$ cat config.mk
export PLATFORM = sky130hd
export DESIGN_NAME = hdm_regs
export DESIGN_NICKNAME = d
export VERILOG_FILES = /design/src/rtl/hdm_pkg.sv /design/src/rtl/hdm_rst_sync.sv /design/src/rtl/hdm_inbox.sv /design/src/rtl/hdm_outbox.sv /design/src/rtl/hdm_ctrl.sv /design/src/rtl/hdm_regs.sv
export SDC_FILE = /design/constraint.sdc
export NUM_CORES = 1
export LEC_CHECK = 0
export ABC_AREA = 1
export BUFFER_PORTS_ARGS = -buffer_cell sky130_fd_sc_hd__buf_2
export CORE_ASPECT_RATIO = 0.8
export CORE_MARGIN = 3
export CORE_UTILIZATION = 30
export CTS_CLUSTER_SIZE = 20
export DETAILED_ROUTE_END_ITERATION = 16
export SKIP_CTS_REPAIR_TIMING = 1
export SLEW_MARGIN = 20
export SYNTH_ARGS = -nofsm -noshare
export SYNTH_HDL_FRONTEND = slang
export SYNTH_SLANG_ARGS = --single-unit
$ cat constraint.sdc
create_clock -name clk_i -period 7.2 [get_ports clk_i]
set_input_delay 0.72 -clock clk_i [delete_from_list [all_inputs] [get_ports clk_i]]
set_output_delay 0.72 -clock clk_i [all_outputs]
set_load 0.03 [all_outputs]
$ cat src/rtl/hdm_pkg.sv
package hdm_pkg;
  // byte offsets of the host-visible registers
  localparam logic [7:0] OFS_IN_HI  = 8'h00;
  localparam logic [7:0] OFS_IN_LO  = 8'h02;
  localparam logic [7:0] OFS_OUT_HI = 8'h04;
  localparam logic [7:0] OFS_OUT_LO = 8'h06;
  localparam logic [7:0] OFS_CTRL   = 8'h0A;

  // control word layout
  localparam int unsigned CTRL_W      = 10;
  localparam int unsigned CB_RST      = 0;
  localparam int unsigned CB_DIRQ     = 1;
  localparam int unsigned CB_HALT     = 2;
  localparam int unsigned CB_SRC_BASE = 3;  // status at base+2i, mask at base+2i+1
  localparam int unsigned CB_DMA_ST   = 9;

  // masked sources: 0 audio interface, 1 audio RAM, 2 coprocessor
  localparam int unsigned N_SRC = 3;
endpackage

$ cat src/rtl/hdm_rst_sync.sv
module hdm_rst_sync #(
  parameter int unsigned STAGES = 2
) (
  input  logic clk_i,
  input  logic rst_ni,
  output logic rst_no
);
  logic [STAGES-1:0] sh_q;

  always_ff @(posedge clk_i or negedge rst_ni) begin
    if (!rst_ni) sh_q <= '0;
    else         sh_q <= {sh_q[STAGES-2:0], 1'b1};
  end

  assign rst_no = sh_q[STAGES-1];
endmodule

$ cat src/rtl/hdm_inbox.sv
module hdm_inbox #(
  parameter int unsigned DATA_W = 16,
  localparam int unsigned MSG_W = 2 * DATA_W - 1
) (
  input  logic              clk_i,
  input  logic              rst_ni,
  input  logic              hi_wr_i,
  input  logic              lo_wr_i,
  input  logic [DATA_W-1:0] wdata_i,
  input  logic              ack_i,
  output logic [DATA_W-1:0] hi_rd_o,
  output logic [DATA_W-1:0] lo_rd_o,
  output logic [MSG_W-1:0]  msg_o,
  output logic              valid_o
);
  logic [DATA_W-2:0] stage_q, msg_hi_q;
  logic [DATA_W-1:0] lo_q;
  logic              arm_q, valid_q, valid_d;

  // next state: a commit beats an acknowledge in the same cycle
  always_comb begin
    valid_d = valid_q;
    if (ack_i)   valid_d = 1'b0;
    if (lo_wr_i) valid_d = arm_q;
  end

  always_ff @(posedge clk_i or negedge rst_ni) begin
    if (!rst_ni) begin
      stage_q  <= '0;
      arm_q    <= 1'b0;
      msg_hi_q <= '0;
      lo_q     <= '0;
      valid_q  <= 1'b0;
    end else begin
      if (hi_wr_i) begin
        stage_q <= wdata_i[DATA_W-2:0];
        arm_q   <= wdata_i[DATA_W-1];
      end
      if (lo_wr_i) begin
        msg_hi_q <= stage_q;
        lo_q     <= wdata_i;
      end
      valid_q <= valid_d;
    end
  end

  assign hi_rd_o = {valid_q, stage_q};
  assign lo_rd_o = lo_q;
  assign msg_o   = {msg_hi_q, lo_q};
  assign valid_o = valid_q;

  p_lo_latch_r2: assert property (@(posedge clk_i) disable iff (!rst_ni)
    lo_wr_i |=> msg_o[DATA_W-1:0] == $past(wdata_i));
  p_hold_r2: assert property (@(posedge clk_i) disable iff (!rst_ni)
    (!lo_wr_i && !ack_i) |=> ($stable(msg_o) && $stable(valid_o)));
  p_ack_clr_r3: assert property (@(posedge clk_i) disable iff (!rst_ni)
    (ack_i && !lo_wr_i) |=> !valid_o);
endmodule

$ cat src/rtl/hdm_outbox.sv
module hdm_outbox #(
  parameter int unsigned DATA_W = 16,
  localparam int unsigned MSG_W = 2 * DATA_W - 1
) (
  input  logic              clk_i,
  input  logic              rst_ni,
  input  logic              post_i,
  input  logic [MSG_W-1:0]  post_data_i,
  input  logic              lo_rd_i,
  output logic [DATA_W-1:0] hi_rd_o,
  output logic [DATA_W-1:0] lo_rd_o
);
  logic [MSG_W-1:0] msg_q;
  logic             valid_q, valid_d;

  // next state: a fresh post beats the retiring read
  always_comb begin
    valid_d = valid_q;
    if (lo_rd_i) valid_d = 1'b0;
    if (post_i)  valid_d = 1'b1;
  end

  always_ff @(posedge clk_i or negedge rst_ni) begin
    if (!rst_ni) begin
      msg_q   <= '0;
      valid_q <= 1'b0;
    end else begin
      if (post_i) msg_q <= post_data_i;
      valid_q <= valid_d;
    end
  end

  assign hi_rd_o = {valid_q, msg_q[MSG_W-1:DATA_W]};
  assign lo_rd_o = msg_q[DATA_W-1:0];

  p_post_r5: assert property (@(posedge clk_i) disable iff (!rst_ni)
    post_i |=> (hi_rd_o[DATA_W-1] && {hi_rd_o[DATA_W-2:0], lo_rd_o} == $past(post_data_i)));
  p_rdclr_r6: assert property (@(posedge clk_i) disable iff (!rst_ni)
    (lo_rd_i && !post_i) |=> !hi_rd_o[DATA_W-1]);
  p_keep_r6: assert property (@(posedge clk_i) disable iff (!rst_ni)
    !post_i |=> ($stable(lo_rd_o) && $stable(hi_rd_o[DATA_W-2:0])));
endmodule

$ cat src/rtl/hdm_ctrl.sv
module hdm_ctrl
  import hdm_pkg::*;
(
  input  logic              clk_i,
  input  logic              rst_ni,
  input  logic              wr_i,
  input  logic [CTRL_W-1:0] wdata_i,
  input  logic [N_SRC-1:0]  src_ev_i,
  input  logic              dma_ev_i,
  output logic [CTRL_W-1:0] rdata_o,
  output logic              dsp_reset_o,
  output logic              dsp_irq_o,
  output logic              dsp_halt_o,
  output logic              host_irq_o
);
  logic [N_SRC-1:0] st_q, st_d, mk_q, mk_wr;
  logic             dma_q, dma_d, halt_q, dirq_q, rstp_q, rstp_d;

  for (genvar i = 0; i < N_SRC; i++) begin : g_src
    localparam int unsigned ST_B = CB_SRC_BASE + 2 * i;
    localparam int unsigned MK_B = ST_B + 1;
    // set by event has priority over write-1 clear
    assign st_d[i]  = src_ev_i[i] | (st_q[i] & ~(wr_i & wdata_i[ST_B]));
    assign mk_wr[i] = wdata_i[MK_B];

    p_set_wins_r7: assert property (@(posedge clk_i) disable iff (!rst_ni)
      src_ev_i[i] |=> rdata_o[ST_B]);
    p_w1c_r7: assert property (@(posedge clk_i) disable iff (!rst_ni)
      (wr_i && wdata_i[ST_B] && !src_ev_i[i]) |=> !rdata_o[ST_B]);
  end

  always_comb begin
    dma_d  = dma_ev_i | (dma_q & ~(wr_i & wdata_i[CB_DMA_ST]));
    rstp_d = wr_i & wdata_i[CB_RST];
  end

  always_ff @(posedge clk_i or negedge rst_ni) begin
    if (!rst_ni) begin
      st_q   <= '0;
      mk_q   <= '0;
      dma_q  <= 1'b0;
      halt_q <= 1'b0;
      dirq_q <= 1'b0;
      rstp_q <= 1'b0;
    end else begin
      st_q   <= st_d;
      dma_q  <= dma_d;
      rstp_q <= rstp_d;
      if (wr_i) begin
        mk_q   <= mk_wr;
        halt_q <= wdata_i[CB_HALT];
        dirq_q <= wdata_i[CB_DIRQ];
      end
    end
  end

  always_comb begin
    rdata_o            = '0;
    rdata_o[CB_DIRQ]   = dirq_q;
    rdata_o[CB_HALT]   = halt_q;
    rdata_o[CB_DMA_ST] = dma_q;
    for (int i = 0; i < N_SRC; i++) begin
      rdata_o[CB_SRC_BASE + 2 * i]     = st_q[i];
      rdata_o[CB_SRC_BASE + 2 * i + 1] = mk_q[i];
    end
  end

  assign dsp_reset_o = rstp_q;
  assign dsp_irq_o   = dirq_q;
  assign dsp_halt_o  = halt_q;
  assign host_irq_o  = |(st_q & mk_q);

  p_rst_pulse_r9: assert property (@(posedge clk_i) disable iff (!rst_ni)
    dsp_reset_o |-> $past(wr_i && wdata_i[CB_RST]));
  p_level_hold_r10: assert property (@(posedge clk_i) disable iff (!rst_ni)
    !wr_i |=> ($stable(dsp_halt_o) && $stable(dsp_irq_o)));
  p_irq_masked_r8: assert property (@(posedge clk_i) disable iff (!rst_ni)
    host_irq_o |-> (rdata_o[4] || rdata_o[6] || rdata_o[8]));
endmodule

$ cat src/rtl/hdm_regs.sv
module hdm_regs
  import hdm_pkg::*;
#(
  parameter int unsigned DATA_W      = 16,
  parameter int unsigned ADDR_W      = 4,
  parameter int unsigned SYNC_STAGES = 2,
  localparam int unsigned MSG_W      = 2 * DATA_W - 1
) (
  input  logic              clk_i,
  input  logic              rst_ni,
  input  logic              host_sel_i,
  input  logic              host_wr_i,
  input  logic [ADDR_W-1:0] host_addr_i,
  input  logic [DATA_W-1:0] host_wdata_i,
  output logic [DATA_W-1:0] host_rdata_o,
  output logic              host_irq_o,
  output logic [MSG_W-1:0]  dsp_msg_o,
  output logic              dsp_msg_valid_o,
  input  logic              dsp_msg_ack_i,
  input  logic              dsp_post_i,
  input  logic [MSG_W-1:0]  dsp_post_msg_i,
  input  logic              ev_aud_i,
  input  logic              ev_aram_i,
  input  logic              ev_dma_i,
  output logic              dsp_halt_o,
  output logic              dsp_reset_o,
  output logic              dsp_irq_o
);
  localparam logic [ADDR_W-1:0] A_IN_HI  = ADDR_W'(OFS_IN_HI);
  localparam logic [ADDR_W-1:0] A_IN_LO  = ADDR_W'(OFS_IN_LO);
  localparam logic [ADDR_W-1:0] A_OUT_HI = ADDR_W'(OFS_OUT_HI);
  localparam logic [ADDR_W-1:0] A_OUT_LO = ADDR_W'(OFS_OUT_LO);
  localparam logic [ADDR_W-1:0] A_CTRL   = ADDR_W'(OFS_CTRL);

  logic              rst_s;
  logic              wr_stb, rd_stb;
  logic              wr_in_hi, wr_in_lo, wr_ctrl, rd_out_lo;
  logic [DATA_W-1:0] in_hi_rd, in_lo_rd, out_hi_rd, out_lo_rd;
  logic [CTRL_W-1:0] ctrl_rd;
  logic [N_SRC-1:0]  src_ev;

  hdm_rst_sync #(.STAGES(SYNC_STAGES)) u_rst (
    .clk_i (clk_i), .rst_ni(rst_ni), .rst_no(rst_s)
  );

  always_comb begin
    wr_stb    = host_sel_i & host_wr_i;
    rd_stb    = host_sel_i & ~host_wr_i;
    wr_in_hi  = wr_stb & (host_addr_i == A_IN_HI);
    wr_in_lo  = wr_stb & (host_addr_i == A_IN_LO);
    wr_ctrl   = wr_stb & (host_addr_i == A_CTRL);
    rd_out_lo = rd_stb & (host_addr_i == A_OUT_LO);
  end

  hdm_inbox #(.DATA_W(DATA_W)) u_inbox (
    .clk_i  (clk_i),
    .rst_ni (rst_s),
    .hi_wr_i(wr_in_hi),
    .lo_wr_i(wr_in_lo),
    .wdata_i(host_wdata_i),
    .ack_i  (dsp_msg_ack_i),
    .hi_rd_o(in_hi_rd),
    .lo_rd_o(in_lo_rd),
    .msg_o  (dsp_msg_o),
    .valid_o(dsp_msg_valid_o)
  );

  hdm_outbox #(.DATA_W(DATA_W)) u_outbox (
    .clk_i      (clk_i),
    .rst_ni     (rst_s),
    .post_i     (dsp_post_i),
    .post_data_i(dsp_post_msg_i),
    .lo_rd_i    (rd_out_lo),
    .hi_rd_o    (out_hi_rd),
    .lo_rd_o    (out_lo_rd)
  );

  assign src_ev = {dsp_post_i, ev_aram_i, ev_aud_i};

  hdm_ctrl u_ctrl (
    .clk_i      (clk_i),
    .rst_ni     (rst_s),
    .wr_i       (wr_ctrl),
    .wdata_i    (host_wdata_i[CTRL_W-1:0]),
    .src_ev_i   (src_ev),
    .dma_ev_i   (ev_dma_i),
    .rdata_o    (ctrl_rd),
    .dsp_reset_o(dsp_reset_o),
    .dsp_irq_o  (dsp_irq_o),
    .dsp_halt_o (dsp_halt_o),
    .host_irq_o (host_irq_o)
  );

  always_comb begin
    case (host_addr_i)
      A_IN_HI:  host_rdata_o = in_hi_rd;
      A_IN_LO:  host_rdata_o = in_lo_rd;
      A_OUT_HI: host_rdata_o = out_hi_rd;
      A_OUT_LO: host_rdata_o = out_lo_rd;
      A_CTRL:   host_rdata_o = DATA_W'(ctrl_rd);
      default:  host_rdata_o = '0;
    endcase
  end

  p_unused_zero_r10: assert property (@(posedge clk_i) disable iff (!rst_s)
    (host_addr_i == A_CTRL) |-> host_rdata_o[DATA_W-1:CTRL_W] == '0);
  p_dma_no_irq_r8: assert property (@(posedge clk_i) disable iff (!rst_s)
    (host_rdata_o == DATA_W'(10'h200) && host_addr_i == A_CTRL) |-> !host_irq_o);
endmodule

==> results.tsv <==
stage	metric	value	unit
run_status	outcome	finished, final reports clean	
final_layout	most frequent cells in the layout	nand2_1, buf_2, dfrtp_1, nand3_1, o21ai_0	
global_route	Overflow after GRT	0	
yosys	Yosys warnings	0	
power	Net Sw Power	0.4284	mW
timing	crit path setup slack, layout	4390	ps
timing	Slew Limit Fails	0	
yosys	sequential area share after synthesis	54.33	%
detailed_routing	initial drt markers	220	
job	max-cap violations	0	
worst_hold_path	worst min path class	primary input to async pin	
setup_path	Crit Path Category	primary input to primary output	
final_layout	# diodes	0	
setup_path	worst reg2reg path startpoint	u_rst.sh_q[1]$_DFF_PN0_	
detailed_routing	Routed Antenna Nets	0	
yosys	fraction of registers with async set/reset	100.0	%
setup_path	Top delay family on crit path	simple AND/OR/NAND/NOR gates	
yosys	syn_nets	601	
setup_path	startpoint types	primary input	
yosys	post-synthesis register bit count	92	
power	pwr dens	267.4	nW/um^2
global_route	largest net degree at the start of global routing	60	
power	switching share of power	30.50	%
yosys	Syn Inst Count	541	
setup_path	Max Fanout on Critical Path	34	
cts	Worst-path clk slew	70	ps
floorplan	chip width	138.9	um
timing	Fin Setup TNS	0	ps
cts	Clock Sinks	92	
timing	final hold viol count	0	
power	total power	1.405	mW
setup_path	CP Capture Type	primary output	
power	internal power	0.9762	mW
floorplan	row cnt	38	
setup_path	critical path depth in cells	8	
timing	achievable frequency	355.9	MHz
detailed_routing	drt drc	0	
final_layout	most common cell after layout, fill and taps aside	nand2_1	
cts	H-tree depth	3	
yosys	ys flop type	dfrtp_1	
power	clock share of power	37.3	%
timing	final setup vio count	0	
final_layout	P&R area growth vs syn	23.97	%
detailed_routing	vias per cell	4.842	
timing	Slew headroom	36.23	%
cts	CTS Buf Count	9	
setup_path	r2r worst-path depth	1	
timing	RSZ-0062 raised after global routing	no	
floorplan	starting density of the core	30.95	%
floorplan	die area	15600	um^2
setup_path	WP data arrival	2090	ps
setup_path	crit path buf inv count	3	
detailed_routing	Routed WL	12180	um
power	combinational power share	17.4	%
yosys	Syn Area/Cell	7.833	um^2
detailed_routing	WL/cell	14.87	um
power	Leak	2.919	nW
cts	CTS max path bufs	2	
placement	pre-CTS setup slack	4107	ps
global_route	GRT Resource Usage Total	16.01	%
setup_path	FF-to-FF End	u_outbox.msg_q[12]$_DFFE_PN0P_	
power	sequential power share	45.3	%
power	VDD IR max	104.9	uV
detailed_routing	via count	3966	
timing	fin crit period	2810	ps
floorplan	Core ar.	13690	um^2
setup_path	CP Data Required Time	6480	ps
placement	GPL Wtd Cong	0.8849	
cts	worst skew pair latency	340	ps
setup_path	flop-to-flop setup slack	6270	ps
setup_path	CP cell instances	buf_2 -> inv_1 -> nor2_4 -> nand3_1 -> nand2_1 -> nor2_1 -> nand2_1 -> buf_2	
placement	post-DP HPWL	8907	um
cts	CTS tree	built	
placement	PortBufs	111	
final_layout	NumNets Final	694	
final_layout	ratio of cells with drive above 1 in the final layout	22.22	%
global_route	first-pass GRT wire length	20130	um
global_route	vias in the first global route	3986	
global_route	initial antenna violation count	0	
timing	Layout Skew	6.330	ps
floorplan	Die Ht	112.3	um
yosys	post-synthesis cell type count	16	
timing	Worst Tran Pin Value	955.5	ps
yosys	EDFF count, synth	0	
setup_path	crit path max-delay cell type	nor2_4	
detailed_routing	drt first pass iters	4	
timing	Tcrit/Tclk final	39.03	%
yosys	Post-Synthesis Cell Area	4238	um^2
setup_path	Max stage delay on crit path	590	ps
floorplan	IO Pins	112	
cts	Root Buffer	clkbuf_16	
==> power by group through the flow <==
| stage | clock [mW] | sequential (mW) | combinational (mW) |
|---|---|---|---|
| 2_1_floorplan | 0 | 0.689 | 0.100 |
| 3_3_place_gp | 0 | 0.651 | 0.233 |
| 3_5_place_dp | 0 | 0.646 | 0.247 |
| 4_1_cts | 0.535 | 0.637 | 0.247 |
| 5_1_grt | 0.557 | 0.645 | 0.271 |
| 6_report | 0.524 | 0.636 | 0.244 |
==> layout make-up <==
class                   count  area [um^2]
clock buffers              11        252.7
clock inverters             5        82.58
fillers                  1458         8439
inverters                  15        56.30
multi-input cells         401         1725
flip-flops and latches     92         2306
well taps                 180        225.2
repair buffers            115        605.6
==> how the worst max path moves through the flow <==
stage | start | endpoint | slack, ps
5_1_grt | host_addr_i[1] | u_inbox.lo_rd_o[12]$_DFFE_PN0P_ | 4170
3_5_place_dp | host_addr_i[1] | u_inbox.valid_o$_DFFE_PN0P_ | 4110
4_1_cts | host_addr_i[1] | host_rdata_o[1] | 4360
2_1_floorplan | u_rst.sh_q[1]$_DFF_PN0_ | u_ctrl.dma_q$_DFF_PN0_ | 4450
6_report | host_addr_i[1] | host_rdata_o[9] | 4390
3_3_place_gp | host_addr_i[1] | u_inbox.valid_o$_DFFE_PN0P_ | 4150
==> per-layer routing <==
metal / global-route usage, % / wire length (um) / share of wire [%] / vias up
met4: 3.520 / 158 / 1.3 / 0
met2: 25.49 / 5471 / 45 / 148
met1: 22.06 / 5705 / 47 / 1881
met3: 4.387 / 848 / 7.0 / 17
li1: - / - / - / 1920
met5: 0 / 0 / 0 / -
==> per-stage QoR <==
stage / utilization (%) / hold slack (ps) / area [um^2] / std cells
after floorplan: - / 331.2 / 4238 / 541
after global placement: 35.72 / 337.3 / 4891 / 802
after detailed placement: 35.92 / 298.0 / 4918 / 803
after CTS: 38.37 / 141.2 / 5254 / 819
after global routing: 38.37 / 138.7 / 5254 / 819
final: 38.37 / 148.3 / 5254 / 819
==> kinds of logic (layout without fill, tap and decap cells) <==
kind of cell,Yosys count,after routing,synth area share (%)
compound gates,50,50,5.905
buf+inv,48,146,4.960
flops,92,92,54.33
other cells,1,1,0.08849
simple gates,350,350,34.72
==> Yosys cell counts, types with 4 or more instances <==
master / count / area share (%)
nand2_1: 249 / 22
nor2_4: 5 / 1.3
inv_1: 14 / 1.2
nand3_1: 72 / 8.5
nor2_1: 12 / 1.1
buf_2: 12 / 1.4
nand4_1: 8 / 1.2
o21ai_0: 45 / 5.3
buf_4: 4 / 0.71
dfrtp_1: 92 / 54
o21ai_1: 5 / 0.59
clkbuf_1: 17 / 1.5
==> flip-flops by register name (all words and copies together), names as in the netlist <==
signal and cells:
u_outbox.valid_q 1, u_ctrl.mk_q 3, u_inbox.valid_o 1, u_ctrl.dma_q 1
u_ctrl.st_q 3, u_inbox.arm_q 1, u_inbox.msg_hi_q 15, u_ctrl.dsp_halt_o 1
u_inbox.stage_q 15, u_ctrl.dsp_reset_o 1, u_outbox.msg_q 31, u_ctrl.dsp_irq_o 1
u_inbox.lo_rd_o 16, u_rst.sh_q 2
Note: power is estimated with default switching activity, not from simulation.
